`src/rtl/utick_pkg.sv`:
```
package utick_pkg;
  typedef enum logic [1:0] {
    ADDR_RATIO = 2'd0,
    ADDR_COUNT = 2'd1,
    ADDR_HOLD  = 2'd2,
    ADDR_RSVD  = 2'd3
  } reg_addr_e;
endpackage

```
`src/rtl/utick_regs.sv`:
```
module utick_regs
  import utick_pkg::*;
#(
  parameter int RATIO_W = 8,
  parameter int CNT_W = 32,
  parameter int DATA_W = 32,
  parameter logic [2*RATIO_W-1:0] RESET_CFG = 16'h000B
) (
  input  logic                clk,
  input  logic                rst,
  input  logic                wr_en,
  input  logic                rd_en,
  input  logic [1:0]          addr,
  input  logic [DATA_W-1:0]   wdata,
  input  logic [CNT_W-1:0]    count,
  output logic [RATIO_W-1:0]  cfg_a,
  output logic [RATIO_W-1:0]  cfg_b,
  output logic                hold,
  output logic                cfg_load,
  output logic [DATA_W-1:0]   rdata
);
  localparam int CFG_W = 2 * RATIO_W;

  logic [CFG_W-1:0]  cfg_q;
  logic              hold_q;
  logic [DATA_W-1:0] rdata_q;
  logic [DATA_W-1:0] rd_mux;
  reg_addr_e         sel;

  assign sel      = reg_addr_e'(addr);
  assign cfg_load = wr_en && (sel == ADDR_RATIO);

  always_ff @(posedge clk) begin
    if (rst) begin
      cfg_q  <= RESET_CFG;
      hold_q <= 1'b0;
    end else if (wr_en) begin
      case (sel)
        ADDR_RATIO: cfg_q  <= wdata[CFG_W-1:0];
        ADDR_HOLD:  hold_q <= wdata[0];
        default:    ;
      endcase
    end
  end

  always_comb begin
    case (sel)
      ADDR_RATIO: rd_mux = DATA_W'(cfg_q);
      ADDR_COUNT: rd_mux = DATA_W'(count);
      ADDR_HOLD:  rd_mux = DATA_W'(hold_q);
      default:    rd_mux = '0;
    endcase
  end

  always_ff @(posedge clk) begin
    if (rst)        rdata_q <= '0;
    else if (rd_en) rdata_q <= rd_mux;
  end

  assign cfg_a = cfg_q[CFG_W-1:RATIO_W];
  assign cfg_b = cfg_q[RATIO_W-1:0];
  assign hold  = hold_q;
  assign rdata = rdata_q;

  a_r2_cfg_write_lands: assert property (@(posedge clk) disable iff (rst)
    cfg_load |=> ({cfg_a, cfg_b} == $past(wdata[CFG_W-1:0])));
endmodule

```
`src/rtl/utick_phase.sv`:
```
module utick_phase #(
  parameter int RATIO_W = 8
) (
  input  logic               clk,
  input  logic               rst,
  input  logic [RATIO_W-1:0] cfg_a,
  input  logic [RATIO_W-1:0] cfg_b,
  input  logic               hold,
  input  logic               cfg_load,
  output logic               step,
  output logic               tick
);
  localparam int ACC_W = RATIO_W + 2;

  logic [ACC_W-1:0] acc_q, acc_d;
  logic [ACC_W-1:0] a_inc, b_lim, sum;
  logic             over, reach, tick_q;

  assign a_inc = ACC_W'(cfg_a) + ACC_W'(1);
  assign b_lim = ACC_W'(cfg_b) + ACC_W'(1);
  assign sum   = acc_q + a_inc;
  assign over  = a_inc > b_lim;
  assign reach = sum >= b_lim;
  assign step  = !hold && !cfg_load && (over || reach);

  always_comb begin
    if (cfg_load)   acc_d = '0;
    else if (hold)  acc_d = acc_q;
    else if (over)  acc_d = '0;
    else if (reach) acc_d = sum - b_lim;
    else            acc_d = sum;
  end

  always_ff @(posedge clk) begin
    if (rst) begin
      acc_q  <= '0;
      tick_q <= 1'b0;
    end else begin
      acc_q  <= acc_d;
      tick_q <= step;
    end
  end

  assign tick = tick_q;

  a_r5_no_tick_after_load: assert property (@(posedge clk) disable iff (rst)
    cfg_load |=> !tick);
  a_r8_no_tick_when_held: assert property (@(posedge clk) disable iff (rst)
    hold |=> !tick);
  a_r3_phase_below_limit: assert property (@(posedge clk) disable iff (rst)
    acc_q < b_lim);
  a_r4_illegal_every_clock: assert property (@(posedge clk) disable iff (rst)
    (over && !hold && !cfg_load) |=> tick);
endmodule

```
`src/rtl/utick_counter.sv`:
```
module utick_counter #(
  parameter int CNT_W = 32
) (
  input  logic             clk,
  input  logic             rst,
  input  logic             step,
  input  logic             hold,
  output logic [CNT_W-1:0] count
);
  logic [CNT_W-1:0] cnt_q;

  always_ff @(posedge clk) begin
    if (rst)       cnt_q <= '0;
    else if (step) cnt_q <= cnt_q + CNT_W'(1);
  end

  assign count = cnt_q;

  a_r6_step_advances: assert property (@(posedge clk) disable iff (rst)
    step |=> (count == $past(count) + CNT_W'(1)));
  a_r8_hold_keeps_count: assert property (@(posedge clk) disable iff (rst)
    hold |=> $stable(count));
endmodule

```
`src/rtl/usec_tick_gen.sv`:
```
module usec_tick_gen #(
  parameter int RATIO_W = 8,
  parameter int CNT_W = 32,
  parameter int DATA_W = 32,
  parameter logic [2*RATIO_W-1:0] RESET_CFG = 16'h000B
) (
  input  logic              clk,
  input  logic              rst,
  input  logic              bus_wr,
  input  logic              bus_rd,
  input  logic [1:0]        bus_addr,
  input  logic [DATA_W-1:0] bus_wdata,
  output logic [DATA_W-1:0] bus_rdata,
  output logic              usec_tick
);
  logic [RATIO_W-1:0] cfg_a, cfg_b;
  logic               hold, cfg_load, step;
  logic [CNT_W-1:0]   count;

  utick_regs #(
    .RATIO_W(RATIO_W), .CNT_W(CNT_W), .DATA_W(DATA_W), .RESET_CFG(RESET_CFG)
  ) u_regs (
    .clk(clk), .rst(rst), .wr_en(bus_wr), .rd_en(bus_rd), .addr(bus_addr),
    .wdata(bus_wdata), .count(count), .cfg_a(cfg_a), .cfg_b(cfg_b),
    .hold(hold), .cfg_load(cfg_load), .rdata(bus_rdata)
  );

  utick_phase #(.RATIO_W(RATIO_W)) u_phase (
    .clk(clk), .rst(rst), .cfg_a(cfg_a), .cfg_b(cfg_b), .hold(hold),
    .cfg_load(cfg_load), .step(step), .tick(usec_tick)
  );

  utick_counter #(.CNT_W(CNT_W)) u_count (
    .clk(clk), .rst(rst), .step(step), .hold(hold), .count(count)
  );

  a_r1_tick_low_after_reset: assert property (@(posedge clk)
    $fell(rst) |-> !usec_tick);
endmodule

```
`config.mk`:
```
export PLATFORM = sky130hd
export DESIGN_NAME = usec_tick_gen
export DESIGN_NICKNAME = d
export VERILOG_FILES = /design/src/rtl/utick_pkg.sv /design/src/rtl/utick_regs.sv /design/src/rtl/utick_phase.sv /design/src/rtl/utick_counter.sv /design/src/rtl/usec_tick_gen.sv
export SDC_FILE = /design/constraint.sdc
export NUM_CORES = 1
export LEC_CHECK = 0
export BUFFER_PORTS_ARGS = -buffer_cell sky130_fd_sc_hd__buf_2
export CAP_MARGIN = 20
export CORE_ASPECT_RATIO = 0.5
export CORE_MARGIN = 5
export CORE_UTILIZATION = 40
export CTS_BUF_LIST = sky130_fd_sc_hd__clkbuf_8
export DETAILED_ROUTE_END_ITERATION = 8
export PLACE_DENSITY = 0.66
export SLEW_MARGIN = 20
export SYNTH_ARGS = -nofsm -noshare
export SYNTH_HDL_FRONTEND = slang
export SYNTH_HIERARCHICAL = 1
export SYNTH_SLANG_ARGS = --single-unit
```
`constraint.sdc`:
```
create_clock -name clk -period 6.8 [get_ports clk]
set_clock_uncertainty 0.1 [all_clocks]
set_input_delay 1.02 -clock clk [delete_from_list [all_inputs] [get_ports clk]]
set_output_delay 1.02 -clock clk [all_outputs]
set_load 0.01 [all_outputs]
```
# Word-level counts from Yosys, hierarchy flattened
# Index checks and enable logic that the tools add are counted.
[word_totals]
register_bits = 92
inputBits = 38
[classes]
add_sub_neg = 5
order_cmp = 2
n_eq_ne = 2
muxes = 3
n_reduce_logical = 10
[ops]
columns = ["cell", "count"]
rows = [
  ["$pmux W32 S3", 1],
  ["$add A32 B1 Y32 const B", 1],
  ["$mux W10", 2],
  ["$add A8 B1 Y9 const B", 2],
  ["$add A10 B10 Y10", 1],
  ["$ge A10 B10 Y1", 1],
  ["$gt A10 B10 Y1", 1],
  ["$sub A10 B10 Y10", 1],
  ["$reduce_and A2 Y1", 2],
  ["$logic_and A1 B1 Y1", 3],
  ["$eq A2 B1 Y1 const B", 1],
  ["$eq A2 B2 Y1 const B", 1],
  ["$logic_not A1 Y1", 2],
  ["$logic_not A2 Y1", 1],
  ["$reduce_or A2 Y1", 1],
  ["$logic_or A1 B1 Y1", 1],
]

# Logic depth before layout (Yosys ltp)
# Gate-level depths: netlist (run 1).
[logic_depth]
depth_word = 5
mapped_depth = 24

# Hierarchy
# The synthesis (run 1) kept the hierarchy.
[modules_own_cells]
columns = ["mod", "instances", "cells_each", "area_per_inst_um2", "seq_area_each_um2"]
rows = [
  ["utick_regs", 1, 233, 2031.9, 980.9],
  ["utick_phase", 1, 228, 1854.3, 220.2],
  ["utick_counter", 1, 181, 1564.0, 640.6],
]

# Worst setup path after synthesis (run 1)
# Ideal clock, no wire load.
[synth_path]
path_kind = "reg2reg"
from = "register u_regs.cfg_q[8]"
to = "register u_count.cnt_q[27] (netlist: u_count/count[27])"
setup_time_ns = 0.121
arrival_ns = 4.533
t_required_ns = 6.579
path_slack_ns = 2.046
path_stages_with_launch = 24
synth_period_minus_slack_ns = 4.754
path_cell_list = "dfxtp_1 ha_1 nand3_1 xnor2_1 ha_1 nand3_1 o211ai_2 o21ai_0 xnor2_1 ha_1 nand4_1 a31oi_1 nand3b_1 inv_1 o221ai_2 buf_6 nor2_1 nor3_1 buf_2 and4_1 buf_2 nand4_1 nor3b_1 mux2_2"
[synth_via]
elab_chain_len = 5
word_cells_on_any_way = 6
[synth_lines]
columns = ["item", "line", "text"]
rows = [
  ["start: declaration", "utick_regs.sv:24", "logic [CFG_W-1:0] cfg_q;"],
  ["start signal: assignment", "utick_regs.sv:39", "ADDR_RATIO: cfg_q <= wdata[CFG_W-1:0];"],
  ["$add A8 B1 Y9 *", "utick_phase.sv:19", "assign a_inc = ACC_W'(cfg_a) + ACC_W'(1);"],
  ["$add A10 B10 Y10", "utick_phase.sv:21", "assign sum = acc_q + a_inc;"],
  ["$ge A10 B10 Y1", "utick_phase.sv:23", "assign reach = sum >= b_lim;"],
  ["$logic_or A1 B1 Y1 *", "utick_phase.sv:24", "assign step = !hold && !cfg_load && (over || reach);"],
  ["$logic_and A1 B1 Y1 *", "utick_phase.sv:24", ""],
  ["via step", "usec_tick_gen.sv:17", "logic hold, cfg_load, step;"],
  ["end signal: assignment", "utick_counter.sv:14", "else if (step) cnt_q <= cnt_q + CNT_W'(1);"],
  ["end: declaration", "utick_counter.sv:10", "logic [CNT_W-1:0] cnt_q;"],
]
# Mark *: on every way through the listed nets, which the timed path passes. The rest lies on a longest branch.
# A chain may end at the register's enable or synchronous reset.

# Worst setup path in the final report (run 1)
[layout_path]
from = "register u_regs.cfg_q[8]"
to = "register u_count.cnt_q[31] (netlist: u_count/count[31])"
# Same word-level chain as after synthesis.

==> impl_metrics.yaml, run 1 <==
cells_and_area:
  regArea_um2: 1840
  fin_nets: 754
  syn_to_final_growth_pct: 10.5
  stdcell_area_um2: 6020
  drive_above_1_share_pct: 18.7
  instances_no_fill: 865
  multi_input_area_um2: 3370
  diodes: 0
  fillers: 1355
critical_path:
  crit_cells: 22
  r2r_cells: 22
  end_kind: "register"
  cp.arrival_ps: 5990
  slowest_delay_ps: 460
  worstPathBufferInverterCount: 3
  reg2reg_setup_slack_ps: 990
  critPathRequiredTime_ps: 6970
  worstSetupStartpointType: "register"
  cp_top_family: "simple AND/OR/NAND/NOR gates"
  crit_slowest_cell: "dfxtp_1"
  cp_common_cell: "ha_1"
  reg2reg_from: "u_regs/cfg_q[8]"
  rr_endpoint: "u_count/count[31]"
  path_cells: "ha_1 -> nand3_1 -> xnor2_1 -> ha_1 -> a21oi_2 -> o211ai_2 -> o21ai_0 -> xnor2_1 -> ha_1 -> nand4_1 -> a31oi_1 -> nand3b_1 -> inv_1 -> o221ai_2 -> buf_4 -> nor2_1 -> nor3_1 -> buf_4 -> and4_1 -> nand4_1 -> nor4_4 -> mux2_1"
  crit_path_max_fanout: 9
  critPathKind: "reg -> reg"
grt:
  grt_max_degree: 95
  grt_pass1_vias: 4339
  grt_remaining_overflow: 0
  grt_pass1_wl_um: 20600
  antenna_found_initial: 0
  grt_usage_pct: 15.3
routing:
  wl_per_cell_um: 14.3
  drc_errors: 0
  ant_nets: 0
  drt_iter0_markers: 224
  route.vias.total: 4507
  wl_um: 12400
  vias_per_cell: 5.21
  dr.pass1.iters: 4
synth:
  ys_async_sr_fraction_pct: 0
  syn_inst: 642
  netlist-cell-type-count: 70
  synth.net_count: 712
  seq_area_frac_synth_pct: 33.8
  synth.area.top_cells: "dfxtp_1 (34%), ha_1 (6.9%), nor2b_1 (5.3%)"
  synth_edf_count: 0
  ys_ff_latch: 92
  synth_top_area_share_pct: 33.8
  yosys_warnings: 6
  syn-cell-area_um2: 5450
  synth_flop_cell: "dfxtp_1"
  yosys.area.top_type: "dfxtp_1"
  avgSynthCellArea_um2: 8.49
placed_design:
  place_area_um2: 5820
  dpl.hpwl_um: 9070
  numPortBuffers: 54
  place_inst: 849
  gp_congestion: 0.896
clock_network:
  numCtsBuffers: 9
  ctsHoldBuffers: 0
  post-cts-setup-buffers: 0
  cts.reportedPaths.clkPinSlew_ps: 110
  tritoncts: "done"
  ctsHtreeMaxLevel: 3
  cts_resized: 0
  cts.sinks: 92
  cts_root_buf: "clkbuf_8"
  clk_latency_ps: 380
  clk_path_buf_depth: 2
floorplanning:
  fp.dieH_um: 92.5
  die_w_um: 175
  fp-row-count: 30
  ios: 71
  coreArea_um2: 13400
  die_area_um2: 16200
  initial_core_util_pct: 40.6
hold_path:
  holdPathStages: 2
  hp-class: "reg -> reg"
  hp-start: "u_phase/acc_q[6]"
  holdPathEnd: "u_phase/acc_q[6]"
status:
  outcome: "finished, final reports clean"
sta:
  rsz0062_at_grt: "false"
  holdWs_ps: 361
  hold_violations: 0
  setup-violations-final: 0
  setup_tns_ps: 0
  tightest_slew_ps: 1060
  period_needed_ps: 5810
  max_freq_mhz: 172
  slew_headroom_pct: 29.1
  maxSlewViolCount: 0
  fin_crit_sh_pct: 85.5
power:
  power_density_nw_per_um2: 261
  total_power_mw: 1.57
  leakage_nw: 2.53
  irDropWorstVdd_v: 0.0000903
job:
  max_cap_violations: 0
## routing by layer
layer	up-vias	routed length, um	GRT usage, %
li1	2335	-	-
met1	2103	6050	19.8
met2	55	5790	25.9
met3	14	355	3.34
met4	0	157	4.31
met5	-	0	0
## worst reg2reg max path, delay by kind of cell, from the launching register on
| family | cells | cell delay (ps) |
|---|---|---|
| fa+ha+maj | 3 | 980 |
| xor+xnor | 2 | 450 |
| mux | 1 | 340 |
| compound gates | 5 | 1050 |
| buf+inv | 3 | 520 |
| flops | 1 | 460 |
| simple gates | 8 | 1810 |
## Yosys cell counts (2+ instances only)
library cell,count
nor2b_1,46
clkbuf_1,16
nand2_2,3
o31ai_1,5
o21ai_0,11
or4_1,3
o21bai_1,2
xnor2_1,14
fa_1,2
ha_1,30
o21a_1,4
a21oi_1,55
o21ai_1,9
and2_1,2
buf_2,6
xor2_1,22
mux2i_1,11
a211o_1,2
or3_1,6
and3_1,5
a21oi_2,7
and4_1,4
dfxtp_1,92
or2_4,2
nor2_1,70
nand2_1,59
nor3_1,16
inv_1,19
mux2_1,2
buf_6,4
nand3_1,19
nor4_1,3
mux2_2,24
or2_2,2
nand4_1,17
a21o_1,2
a211oi_2,2
nor3b_1,3
a211oi_1,3
nand3b_1,7
o31a_1,2
## registers in the layout (all words and copies together), names as in the netlist
name and flops:
u_count/count 32, u_regs/rdata 32, u_regs/cfg_q 16, u_phase/acc_q 10
u_phase/tick 1, u_regs/hold 1
## how the worst max path moves through the flow
stage                          startpoint           endpoint  slack (ps)
final                     u_regs/cfg_q[8]  u_count/count[31]         990
after global routing      u_regs/cfg_q[8]  u_count/count[31]         510
after CTS                 u_regs/cfg_q[8]  u_count/count[31]        1010
after detailed placement  u_regs/cfg_q[8]  u_count/count[31]        1050
after global placement    u_regs/cfg_q[8]  u_count/count[25]        1150
after floorplan           u_regs/cfg_q[8]  u_count/count[27]        2050
## stage by stage
stage               util (%)  setup slack (ps)
CTS                     44.8              1010
finish                  44.8               986
floorplan                  -              2050
detailed placement      43.3              1050
global route            44.8               509
global placement        43.3              1150
## power by group
part	switching (mW)	leakage (nW)	internal [mW]	total, mW
logic	0.330	1.68	0.266	0.596
registers	0.0259	0.746	0.574	0.599
clock network	0.230	0.104	0.148	0.378
## kinds of logic after synthesis
kind of cell	count (synthesis)	share of synthesized area [%]
simple gates	278	26.7
compound gates	118	14.1
flops	92	33.8
buf+inv	48	4.45
mux	37	7.39
xor+xnor	36	5.79
fa+ha+maj	33	7.81
## cell type report
| class | instances | share of cell area, % |
|---|---|---|
| multi-input combinational | 502 | 55.9 |
| inverter | 20 | 1.33 |
| timing repair buffer | 59 | 5.11 |
| clock inverter | 7 | 1.35 |
| tap | 176 | 3.66 |
| clock buffer | 9 | 2.06 |
| sequential | 92 | 30.6 |
## placed cells by master, fill, tap and decap left out, drive strengths merged, types with 3 or more instances in the layout
| cell | count |
|---|---|
| nor2 | 71 |
| or3 | 6 |
| nor3b | 3 |
| nor3 | 17 |
| nand4 | 18 |
| o31ai | 5 |
| inv | 24 |
| xor2 | 22 |
| or2 | 4 |
| nor2b | 47 |
| dfxtp | 92 |
| and3 | 6 |
| a211oi | 6 |
| o21ai | 20 |
| buf | 59 |
| xnor2 | 14 |
| and4 | 4 |
| nand2 | 62 |
| or4 | 4 |
| nor4 | 4 |
| clkinv | 3 |
| mux2 | 26 |
| clkbuf | 9 |
| a21oi | 62 |
| o21a | 4 |
| nand3 | 19 |
| mux2i | 11 |
| nand3b | 7 |
| ha | 30 |
(Power assumes the default switching activity.)
==> inputs of run 2 (changes only) <==
--- a/config.mk
+++ b/config.mk
@@ -16,5 +16,4 @@
 export SLEW_MARGIN = 20
 export SYNTH_ARGS = -nofsm -noshare
 export SYNTH_HDL_FRONTEND = slang
-export SYNTH_HIERARCHICAL = 1
 export SYNTH_SLANG_ARGS = --single-unit
==> impl_metrics.yaml, run 2 <==
hold_path:
  hp-class: "reg -> reg"
critical_path:
  crit_slowest_cell: "a221oi_1"
  path_cells: "ha_1 -> nand3_1 -> xnor2_1 -> ha_1 -> and3_1 -> a21oi_1 -> nand2_1 -> nor2_1 -> ha_1 -> and3_1 -> a221oi_1 -> a31oi_1 -> a22oi_1 -> and4_1 -> buf_4 -> nor4_1 -> mux2_1"
  crit_path_max_fanout: 60
  cp.arrival_ps: 5400
  critPathKind: "reg -> reg"
  cp_common_cell: "ha_1"
  worstSetupStartpointType: "register"
  critPathRequiredTime_ps: 6960
  end_kind: "register"
  slowest_delay_ps: 630
clock_network:
  cts_resized: 0
  numCtsBuffers: 9
  cts.reportedPaths.clkPinSlew_ps: 90
  ctsHtreeMaxLevel: 3
  clk_latency_ps: 370
  tritoncts: "done"
  cts_root_buf: "clkbuf_8"
  clk_path_buf_depth: 2
  cts.sinks: 92
  post-cts-setup-buffers: 0
  ctsHoldBuffers: 0
placed_design:
  gp_congestion: 0.844
  numPortBuffers: 54
  dpl.hpwl_um: 9270
grt:
  grt.met1_usage_pct: 20.7
  grt_max_degree: 90
  antenna_found_initial: 0
  grt_usage_pct: 16.4
  grt_remaining_overflow: 0
  use_met3_pct: 3.43
  grt_pass1_vias: 4615
  grt_pass1_wl_um: 22000
  grt_busiest_layer: "met2"
  met2_usage_pct: 28.3
cells_and_area:
  finish.utilization_pct: 44.7
  final_common_cell: "dfxtp_1"
  final_cell_mix: "dfxtp_1 (92), a21oi_1 (87), nand2_1 (63)"
  syn_to_final_growth_pct: 10.0
  diodes: 0
  drive_above_1_share_pct: 13.4
  regArea_um2: 1840
  fillers: 1341
  fin_nets: 769
  multi_input_area_um2: 3400
power:
  power_frac_comb_pct: 35.3
  power.internal_mw: 0.961
  clock_power_share_pct: 25.8
  sw_frac_of_total_pct: 36.5
  p_switching_mw: 0.553
  irDropWorstVdd_v: 0.000170
  power_density_nw_per_um2: 252
  seqPwrFrac_pct: 39.0
  leakage_nw: 2.42
floorplanning:
  fp-row-count: 30
  fp.dieH_um: 92.7
  die_w_um: 175
  ios: 71
  coreArea_um2: 13500
  initial_core_util_pct: 40.6
  die_area_um2: 16300
synth:
  synth_top_area_share_pct: 33.7
  synth.area.top_cells: "dfxtp_1 (34%), a21oi_1 (8.0%), ha_1 (6.9%)"
  synth.net_count: 739
  syn_inst: 669
  synth_most_common_cell: "dfxtp_1"
  synth_edf_count: 0
  ys_async_sr_fraction_pct: 0
  ys_ff_latch: 92
  avgSynthCellArea_um2: 8.18
  seq_area_frac_synth_pct: 33.7
  yosys.area.top_type: "dfxtp_1"
  syn-cell-area_um2: 5470
  synth_flop_cell: "dfxtp_1"
  synth_top_cells_by_count: "dfxtp_1 (92), a21oi_1 (87), nand2_1 (63)"
  netlist-cell-type-count: 50
  yosys_warnings: 0
routing:
  wl_um: 13100
  vias_per_cell: 5.58
  ant_nets: 0
  drt_iter0_markers: 290
  wl_per_cell_um: 14.9
  route.vias.total: 4914
  dr.pass1.iters: 4
  drc_errors: 0
sta:
  rsz0062_at_grt: "false"
  setup-violations-final: 0
  hold_violations: 0
  slew_headroom_pct: 38.0
  setup_tns_ps: 0
  tightest_slew_ps: 928
  fin_crit_sh_pct: 77.1
  maxSlewViolCount: 0
  period_needed_ps: 5240
  max_freq_mhz: 191
job:
  max_cap_violations: 0
status:
  outcome: "finished, final reports clean"
==> run 2: cell count changes in the layout (fill, tap and decap cells not counted), moves of 6 or more <==
cell | before | now
or4_1 | 3 | 28
a21oi_2 | 7 | 0
o21ai_1 | 9 | 0
inv_1 | 19 | 13
nor2b_1 | 46 | 39
o31ai_1 | 5 | 28
a21o_1 | 2 | 9
a21oi_1 | 55 | 87
and4_1 | 4 | 10
nor3_1 | 16 | 7
nor2_1 | 70 | 54
mux2_2 | 24 | 18
xor2_1 | 22 | 11
==> run 2: cells by family after synthesis <==
logic type               count (synthesis)  share of synthesized area (%)
AO/OA/AOI/OAI                          162                           17.8
XOR/XNOR                                22                           3.52
adder cells (fa/ha/maj)                 33                           7.78
buffers and inverters                   52                           4.23
flip-flops                              92                           33.7
multiplexers                            32                           6.31
AND/OR/NAND/NOR                        276                           26.7
==> run 2: worst paths after layout <==
check              startpoint                 to  slack, ps  cells after the start
max           u_regs.cfg_q[8]  u_count.count[30]       1560                     17
min          u_phase.acc_q[4]   u_phase.acc_q[4]        370                      2
max reg2reg   u_regs.cfg_q[8]  u_count.count[30]       1560                     17
min reg2reg  u_phase.acc_q[4]   u_phase.acc_q[4]        370                      2
==> run 2: cell type report <==
class / instances / area share, %
inverters: 13 / 0.810
multi-input cells: 525 / 56.4
flip-flops and latches: 92 / 30.6
clock buffers: 11 / 2.51
repair buffers: 58 / 4.99
clock inverters: 5 / 0.998
well taps: 176 / 3.66
==> run 2: worst max-delay path: cells and delay by family, from the launching register on <==
| family | cells | cell delay, ps |
|---|---|---|
| fa+ha+maj | 3 | 870 |
| buf+inv | 1 | 440 |
| compound gates | 4 | 1410 |
| mux | 1 | 340 |
| simple gates | 7 | 1200 |
| xor+xnor | 1 | 330 |
| flops | 1 | 420 |
==> run 2: per-layer routing <==
layer | part of all wire, % | up-vias
met5 | 0 | -
met4 | 1.4 | 0
met3 | 3.3 | 17
met2 | 48 | 89
met1 | 47 | 2313
li1 | - | 2495
==> run 2: per-stage QoR <==
step | total power, mW | cells | instance area, um^2 | worst slack (ps) | hold slack [ps]
finish | 1.51 | 880 | 6020 | 1560 | 369
global route | 1.61 | 880 | 6020 | 1250 | 409
CTS | 1.52 | 880 | 6020 | 1640 | 374
detailed placement | 1.13 | 864 | 5810 | 1650 | 353
global placement | 1.11 | 864 | 5810 | 1780 | 345
floorplan | 1.06 | 669 | 5470 | 2550 | 332
==> run 2: power by group through the flow <==
stage / combinational, mW / sequential [mW] / clock (mW)
detailed placement: 0.524 / 0.603 / 0
finish: 0.534 / 0.590 / 0.390
floorplan: 0.458 / 0.598 / 0
global placement: 0.511 / 0.602 / 0
global route: 0.590 / 0.595 / 0.427
CTS: 0.528 / 0.590 / 0.404
